**src/rtl/hpc_pkg.sv**
```systemverilog
package hpc_pkg;

    localparam int TGT_W = 5;

    typedef enum logic [1:0] {
        ST_NONE     = 2'd0,
        ST_PWRONLY  = 2'd1,
        ST_ENABLED  = 2'd2,
        ST_DISABLED = 2'd3
    } slot_state_e;

    typedef enum logic [1:0] {
        IND_KEEP  = 2'd0,
        IND_ON    = 2'd1,
        IND_BLINK = 2'd2,
        IND_OFF   = 2'd3
    } ind_e;

    typedef enum logic [2:0] {
        OP_SLOT,
        OP_SPEED,
        OP_GRP_PWR,
        OP_GRP_EN,
        OP_BAD
    } op_e;

    localparam logic [1:0] PRES_EMPTY = 2'd3;
    localparam logic [1:0] PRES_LOW   = 2'd0;

    localparam int CST_INV_CMD  = 2;
    localparam int CST_INV_MODE = 3;

    // evt[2] = MRL event, evt[1] = button event, evt[0] = presence event
    typedef struct packed {
        logic [2:0]  evt;
        logic [1:0]  presence;
        logic        mrl_open;
        ind_e        attn;
        ind_e        pwr;
        slot_state_e state;
    } slot_t;

    function automatic logic [15:0] pack_status(input slot_t s);
        return {4'b0000, s.presence, 1'b0, s.mrl_open, 2'b00, s.attn, s.pwr, s.state};
    endfunction

    function automatic logic [4:0] pack_event(input slot_t s);
        return {1'b0, s.evt[2], s.evt[1], 1'b0, s.evt[0]};
    endfunction

endpackage

```
**src/rtl/hpc_cmd_decode.sv**
```systemverilog
module hpc_cmd_decode
    import hpc_pkg::*;
(
    input  logic [7:0]  code,
    output op_e         op,
    output slot_state_e req_state,
    output ind_e        req_pwr,
    output ind_e        req_attn,
    output logic [2:0]  speed
);

    always_comb begin
        if (code[7:6] == 2'b00) begin
            op = OP_SLOT;
        end else if (code[7:3] == 5'b01000) begin
            op = OP_SPEED;
        end else if (code == 8'h48) begin
            op = OP_GRP_PWR;
        end else if (code == 8'h49) begin
            op = OP_GRP_EN;
        end else begin
            op = OP_BAD;
        end
        req_state = slot_state_e'(code[1:0]);
        req_pwr   = ind_e'(code[3:2]);
        req_attn  = ind_e'(code[5:4]);
        speed     = code[2:0];
    end

endmodule

```
**src/rtl/hpc_slot_next.sv**
```systemverilog
module hpc_slot_next
    import hpc_pkg::*;
(
    input  slot_t       cur,
    input  logic        apply,
    input  slot_state_e req_state,
    input  ind_e        req_pwr,
    input  ind_e        req_attn,
    output slot_t       nxt,
    output logic        reject
);

    always_comb begin
        nxt    = cur;
        reject = apply && (cur.state == ST_ENABLED) && (req_state == ST_PWRONLY);
        if (apply && !reject) begin
            if (req_pwr != IND_KEEP) begin
                nxt.pwr = req_pwr;
            end
            if (req_attn != IND_KEEP) begin
                nxt.attn = req_attn;
            end
            if ((cur.state == ST_DISABLED) &&
                ((req_state == ST_PWRONLY) || (req_state == ST_ENABLED))) begin
                nxt.state = req_state;
            end else if (((cur.state == ST_ENABLED) || (cur.state == ST_PWRONLY)) &&
                         (req_state == ST_DISABLED)) begin
                nxt.state = ST_DISABLED;
                // indicator value after this command's own field is applied
                if (nxt.pwr == IND_OFF) begin
                    nxt.mrl_open = 1'b1;
                    nxt.presence = PRES_EMPTY;
                    nxt.evt      = cur.evt | 3'b111;
                end
            end
        end
    end

endmodule

```
**src/rtl/hpc_cmd_engine.sv**
```systemverilog
module hpc_cmd_engine
    import hpc_pkg::*;
#(
    parameter int NSLOTS = 31,
    localparam int IDX_W = (NSLOTS > 1) ? $clog2(NSLOTS) : 1
) (
    input  logic              clk,
    input  logic              rst_n,
    input  logic [NSLOTS-1:0] occupied_i,
    input  logic              wr_en,
    input  logic              wr_addr,
    input  logic [7:0]        wr_data,
    input  logic              cmd_start,
    input  logic [IDX_W-1:0]  rd_sel,
    output logic [15:0]       rd_status,
    output logic [4:0]        rd_event,
    output logic [3:0]        cmd_status,
    output logic              cmd_done,
    output logic [2:0]        bus_speed
);

    typedef struct packed {
        slot_t [NSLOTS-1:0] slots;
        logic [7:0]         code;
        logic [TGT_W-1:0]   tgt;
        logic [3:0]         cst;
        logic [2:0]         speed;
        logic               det;
    } regs_t;

    regs_t regs_q, regs_d, regs_rst;

    op_e         dec_op;
    slot_state_e dec_state;
    ind_e        dec_pwr;
    ind_e        dec_attn;
    logic [2:0]  dec_speed;

    hpc_cmd_decode u_decode (
        .code      (regs_q.code),
        .op        (dec_op),
        .req_state (dec_state),
        .req_pwr   (dec_pwr),
        .req_attn  (dec_attn),
        .speed     (dec_speed)
    );

    logic             tgt_ok;
    logic [TGT_W-1:0] tgt_idx;
    logic             is_grp;
    logic             any_enabled;
    slot_state_e      grp_state;

    assign tgt_ok    = (regs_q.tgt != '0) && (int'(regs_q.tgt) <= NSLOTS);
    assign tgt_idx   = regs_q.tgt - TGT_W'(1);
    assign is_grp    = (dec_op == OP_GRP_PWR) || (dec_op == OP_GRP_EN);
    assign grp_state = (dec_op == OP_GRP_PWR) ? ST_PWRONLY : ST_ENABLED;

    always_comb begin
        any_enabled = 1'b0;
        for (int i = 0; i < NSLOTS; i++) begin
            if (regs_q.slots[i].state == ST_ENABLED) begin
                any_enabled = 1'b1;
            end
        end
    end

    slot_t [NSLOTS-1:0] slot_nxt;
    logic  [NSLOTS-1:0] slot_rej;

    for (genvar g = 0; g < NSLOTS; g++) begin : g_slot
        logic        apply_g;
        slot_state_e rstate_g;
        ind_e        rpwr_g;
        ind_e        rattn_g;

        assign apply_g = cmd_start &&
                         (((dec_op == OP_SLOT) && tgt_ok && (tgt_idx == TGT_W'(g))) ||
                          (is_grp && !any_enabled));
        assign rstate_g = is_grp ? (regs_q.slots[g].mrl_open ? ST_NONE : grp_state) : dec_state;
        assign rpwr_g   = is_grp ? (regs_q.slots[g].mrl_open ? IND_OFF : IND_ON) : dec_pwr;
        assign rattn_g  = is_grp ? IND_KEEP : dec_attn;

        hpc_slot_next u_slot (
            .cur       (regs_q.slots[g]),
            .apply     (apply_g),
            .req_state (rstate_g),
            .req_pwr   (rpwr_g),
            .req_attn  (rattn_g),
            .nxt       (slot_nxt[g]),
            .reject    (slot_rej[g])
        );

        // an enabled slot never becomes power-only in one step
        assert_no_en_to_po_R5: assert property (@(posedge clk) disable iff (!rst_n)
            (regs_q.slots[g].state == ST_ENABLED) |=> (regs_q.slots[g].state != ST_PWRONLY));

        // MRL-open and empty presence always travel together
        assert_empty_pair_R7: assert property (@(posedge clk) disable iff (!rst_n)
            regs_q.slots[g].mrl_open == (regs_q.slots[g].presence == PRES_EMPTY));
    end

    always_comb begin
        regs_rst = '0;
        for (int i = 0; i < NSLOTS; i++) begin
            if (occupied_i[i]) begin
                regs_rst.slots[i].state    = ST_ENABLED;
                regs_rst.slots[i].pwr      = IND_ON;
                regs_rst.slots[i].mrl_open = 1'b0;
                regs_rst.slots[i].presence = PRES_LOW;
            end else begin
                regs_rst.slots[i].state    = ST_DISABLED;
                regs_rst.slots[i].pwr      = IND_OFF;
                regs_rst.slots[i].mrl_open = 1'b1;
                regs_rst.slots[i].presence = PRES_EMPTY;
            end
        end
    end

    always_comb begin
        regs_d = regs_q;
        if (cmd_start) begin
            regs_d.cst = '0;
            regs_d.det = 1'b1;
            unique case (dec_op)
                OP_SLOT: begin
                    if (!tgt_ok) begin
                        regs_d.cst[CST_INV_CMD] = 1'b1;
                    end else begin
                        regs_d.slots = slot_nxt;
                        if (|slot_rej) begin
                            regs_d.cst[CST_INV_CMD] = 1'b1;
                        end
                    end
                end
                OP_SPEED: begin
                    if (dec_speed == 3'd0) begin
                        regs_d.speed = dec_speed;
                    end else begin
                        regs_d.cst[CST_INV_MODE] = 1'b1;
                    end
                end
                OP_GRP_PWR, OP_GRP_EN: begin
                    if (any_enabled) begin
                        regs_d.cst[CST_INV_CMD] = 1'b1;
                    end else begin
                        regs_d.slots = slot_nxt;
                    end
                end
                default: begin
                    regs_d.cst[CST_INV_CMD] = 1'b1;
                end
            endcase
        end
        if (wr_en) begin
            if (wr_addr) begin
                regs_d.tgt = wr_data[TGT_W-1:0];
            end else begin
                regs_d.code = wr_data;
            end
        end
    end

    always_ff @(posedge clk) begin
        if (!rst_n) begin
            regs_q <= regs_rst;
        end else begin
            regs_q <= regs_d;
        end
    end

    always_comb begin
        rd_status = '0;
        rd_event  = '0;
        if (int'(rd_sel) < NSLOTS) begin
            rd_status = pack_status(regs_q.slots[rd_sel]);
            rd_event  = pack_event(regs_q.slots[rd_sel]);
        end
    end

    assign cmd_status = regs_q.cst;
    assign cmd_done   = regs_q.det;
    assign bus_speed  = regs_q.speed;

    // slots hold when no command starts
    assert_hold_R13: assert property (@(posedge clk) disable iff (!rst_n)
        !cmd_start |=> $stable(regs_q.slots));

    // every started command leaves the done flag set
    assert_done_R8: assert property (@(posedge clk) disable iff (!rst_n)
        cmd_start |=> cmd_done);

    // a bad target flags invalid-command and touches no slot
    assert_bad_target_R6: assert property (@(posedge clk) disable iff (!rst_n)
        (cmd_start && (dec_op == OP_SLOT) && !tgt_ok) |=> (cmd_status[CST_INV_CMD] && $stable(regs_q.slots)));

    // a nonzero speed flags invalid-mode
    assert_bad_speed_R9: assert property (@(posedge clk) disable iff (!rst_n)
        (cmd_start && (dec_op == OP_SPEED) && (dec_speed != 3'd0)) |=> cmd_status[CST_INV_MODE]);

    // group command with an enabled slot leaves the slots alone
    assert_grp_block_R10: assert property (@(posedge clk) disable iff (!rst_n)
        (cmd_start && is_grp && any_enabled) |=> (cmd_status[CST_INV_CMD] && $stable(regs_q.slots)));

endmodule

```
**config.mk**
```make
export PLATFORM = sky130hd
export DESIGN_NAME = hpc_cmd_engine
export DESIGN_NICKNAME = d
export VERILOG_FILES = /design/src/rtl/hpc_pkg.sv /design/src/rtl/hpc_cmd_decode.sv /design/src/rtl/hpc_slot_next.sv /design/src/rtl/hpc_cmd_engine.sv
export SDC_FILE = /design/constraint.sdc
export NUM_CORES = 1
export LEC_CHECK = 0
export BUFFER_PORTS_ARGS = -buffer_cell sky130_fd_sc_hd__buf_2
export CAP_MARGIN = 20
export CORE_MARGIN = 1
export CORE_UTILIZATION = 35
export DETAILED_ROUTE_END_ITERATION = 12
export GPL_TIMING_DRIVEN = 0
export PLACE_DENSITY_LB_ADDON = 0.12
export REMOVE_ABC_BUFFERS = 1
export SYNTH_ARGS = -nofsm -noshare
export SYNTH_HDL_FRONTEND = slang
export SYNTH_HIERARCHICAL = 1
export SYNTH_SLANG_ARGS = --single-unit
```
**constraint.sdc**
```tcl
create_clock -name clk -period 11.75 [get_ports clk]
set_input_delay 0.5875 -clock clk [delete_from_list [all_inputs] [get_ports clk]]
set_output_delay 0.5875 -clock clk [all_outputs]
set_load 0.05 [all_outputs]
```
==> flow_metrics.env <==
export IMPL_synth_top_cell_by_area="edfxtp_1"
export IMPL_path_clk_slew_ns=0.06
export IMPL_grt_max_degree=152
export IMPL_critPathKind="flop to flop"
export IMPL_yosys_top_cells_area="edfxtp_1, dfxtp_1, nand2_1, mux4_2, mux2i_1"
export IMPL_final_max_slew_viol_count=0
export IMPL_antenna_found_initial=7
export IMPL_dp_cells=3879
export IMPL_io_buffers=66
export IMPL_synthFlopType="edfxtp_1"
export IMPL_avgSynthCellArea_um2=9.77
export IMPL_clock_sinks=391
export IMPL_maxCapViolCount=0
export IMPL_min_from="wr_data[6]"
export IMPL_cts_resized=0
export IMPL_grt_pass1_vias=21743
export IMPL_synth_xor_area_share=0.000619
export IMPL_initialDrtViolationCount=1718
export IMPL_ir_worst_vdd_uv=99.4
export IMPL_path_cells="nor4b_2 > and3_1 > nor2b_4 > buf_12 > buf_16 > nand4_1 > buf_8 > a21oi_4 > buf_16 > or2_4 > buf_16 > buf_16"
export IMPL_tritoncts_num_buffers=50
export IMPL_synth_simple_area_share=0.196
export IMPL_synth_seq_cells=391
export IMPL_fin_nets=3054
export IMPL_synth_compound_area_frac=0.204
export IMPL_fmax_mhz=176
export IMPL_row_count=103
export IMPL_ys_seq_area_frac=0.353
export IMPL_wirelength_mm=90.0
export IMPL_setup_viol=0
export IMPL_synth_enable_flop_cells=217
export IMPL_r2r_cells=12
export IMPL_dp_hpwl_mm=62.4
export IMPL_root_buffer="clkbuf_16"
export IMPL_drive_above_1_share=0.140
export IMPL_wl_per_cell_um=22.7
export IMPL_n_antenna_cell=0
export IMPL_cts_buffer_depth=3
export IMPL_drt_pass1_iter_count=5
export IMPL_min_path_cells=3
export IMPL_ant_nets=0
export IMPL_ys_async_sr_fraction=0
export IMPL_multi_input_area_um2=17100
export IMPL_hold_class="input port to flop"
export IMPL_arrival_ns=5.94
export IMPL_grt_pass1_wl_mm=136
export IMPL_overflow=0
export IMPL_core_area_um2=79500
export IMPL_htreeDepth=2
export IMPL_final_area_um2=31500
export IMPL_cts_hold_buf=0
export IMPL_grt_use_total=0.217
export IMPL_ys_types=55
export IMPL_status="complete, no violations"
export IMPL_globalplace_congestion=0.838
export IMPL_finalNonFillerCells=3973
export IMPL_fillers=7728
export IMPL_fp_dieH_um=286
export IMPL_synthMuxAreaShare=0.144
export IMPL_synth_area_um2=28300
export IMPL_critPathSlowestCell="or2_4"
export IMPL_synth_top_family_by_area="compound AO/OA/AOI/OAI gates"
export IMPL_p_leak_nw=12.5
export IMPL_worst_pin_slew_ns=1.08
export IMPL_fin_crit_ns=5.68
export IMPL_critPathMaxStageDelay_ns=0.72
export IMPL_dpl_cell_area_um2=29900
export IMPL_clock_latency_ns=0.61
export IMPL_yosysWarnings=6
export IMPL_synth_top_cell_area_share=0.230
export IMPL_synthCells=2897
export IMPL_finClkSkew_ns=0.0256
export IMPL_worst_path_max_fanout=58
export IMPL_post_drt_via_cell_ratio=5.53
export IMPL_timing_critical_path_to_type="flop"
export IMPL_rsz0062_at_grt="no"
export IMPL_powerDensity_nw_per_um2=122
export IMPL_synthAdderAreaFrac=0.0548
export IMPL_cts_tree="yes"
export IMPL_r2r_end="regs_q[106]"
export IMPL_drc_errors=0
export IMPL_vias=21966
export IMPL_crit_buf_inv=6
export IMPL_io_pins=78
export IMPL_die_w_um=286
export IMPL_crit_required_ns=12.01
export IMPL_regArea_um2=10000
export IMPL_path_common_cell="buf_16"
export IMPL_p_total_w=0.00385
export IMPL_whs_endpoint="regs_q[19]"
export IMPL_worst_r2r_setup_slack_ns=6.07
export IMPL_start_util=0.356
export IMPL_fin_crit_sh=0.483
export IMPL_setup_tns_final_ns=0
export IMPL_slew_headroom=0.274
export IMPL_critPathLaunchType="flop"
export IMPL_cts_setup_buffers=0
export IMPL_final_util=0.396
export IMPL_dieArea_um2=82000
export IMPL_crit_family="simple AND/OR/NAND/NOR gates"
export IMPL_r2r_start="regs_q[17]"
export IMPL_syn_to_final_growth_pct=11.1
export IMPL_hold_viol=0
-- layer usage --
layer | track usage | up-vias | share of wire | wire, um
met3 | 0.0465 | 152 | 0.062 | 5580
met5 | 0.0134 | - | 0.0017 | 154
met2 | 0.343 | 548 | 0.45 | 40800
met4 | 0.0793 | 2 | 0.034 | 3100
met1 | 0.289 | 10962 | 0.45 | 40400
li1 | - | 10302 | - | -
-- logic make-up after synthesis --
group                      count (synthesis)
adders and majority gates                124
and+or+nand+nor                         1149
buffers and inverters                    287
DFF                                      391
AOI/OAI and AO/OA                        659
muxes                                    284
xor gates and xnor gates                   2
other                                      1
-- cell type report --
class                   instances  area share
repair buffers                 98      0.0336
well taps                    1050      0.0417
flip-flops and latches        391       0.318
inverters                     111      0.0132
multi-input cells            2229       0.542
clock inverters                11     0.00246
clock buffers                  83      0.0489
-- stage by stage --
stage	hold slack, ns	worst slack, ns
after CTS	0.198	6.10
final	0.231	6.07
after floorplan	0.440	-1.72
after global placement	0.444	-10.90
after global routing	0.242	5.86
after detailed placement	0.446	6.14
-- placed cells by master (no fill, tap or decap), drive strengths merged, types with 8 or more instances in the layout --
cell     synthesis  routed
a22o            93      93
a21o           187     187
o221ai          11      11
clkbuf         106      83
dfxtp          174     174
nor2            47      47
a21bo           31      31
a21oi           47      47
o22a            62      62
or2            188     188
a21boi          62      62
nand4bb         31      31
o21ai          110     110
nor2b           38      38
mux4            98      98
o21a            10      10
conb             1      11
mux2i          184     184
buf             70      98
nand3           13      13
ha             124     124
clkinv           0       9
and3            32      32
edfxtp         217     217
inv            111     111
nor4             8       8
a2111oi         31      31
nand2b          85      85
nand2          687     687
-- cells in the mapped netlist, types with 6 or more instances --
cell	count
a22o_1	93
a21o_1	187
nor2b_1	38
a21boi_0	30
and3_2	31
edfxtp_1	217
nand3_1	13
ha_1	124
nor4_1	7
nand2_1	687
mux2i_1	184
o21ai_0	110
buf_6	17
mux4_2	98
dfxtp_1	174
inv_1	110
a21bo_4	31
nor2_1	47
o22a_1	62
buf_2	18
clkbuf_1	106
buf_4	30
a21oi_1	46
a2111oi_4	31
nand4bb_1	31
o21a_1	10
nand2b_1	85
o221ai_1	11
or2_1	186
nor3_1	6
a21boi_2	31
and2_1	6
-- tightest hold or removal path, stage by stage --
cell and delay [ns]:
buf_2 0.10, nand2_1 0.05, a21oi_1 0.05
-- sequential cells by signal, summed over array words and instances, names as in the netlist --
signal and cells:
bus_speed 3, regs_q 385, cmd_status 2, cmd_done 1
-- power breakdown --
part | internal [W] | total (W) | switching, W
sequential | 0.00156 | 0.00165 | 0.0000906
clock | 0.000908 | 0.00155 | 0.000637
combinational | 0.000268 | 0.000663 | 0.000394
total | 0.00273 | 0.00385 | 0.00112
-- how the worst max path moves through the flow --
stage / slack, ns / depth (start not counted) / endpoint / from
5_1_grt: 5.86 / 12 / regs_q[94] / regs_q[17]
6_report: 6.07 / 12 / regs_q[106] / regs_q[17]
4_1_cts: 6.10 / 12 / regs_q[94] / regs_q[17]
2_1_floorplan: -1.72 / 6 / regs_q[100] / regs_q[17]
3_5_place_dp: 6.14 / 12 / regs_q[94] / regs_q[17]
3_3_place_gp: -10.90 / 6 / regs_q[100] / regs_q[17]
Note: power is estimated with default switching activity, not from simulation.
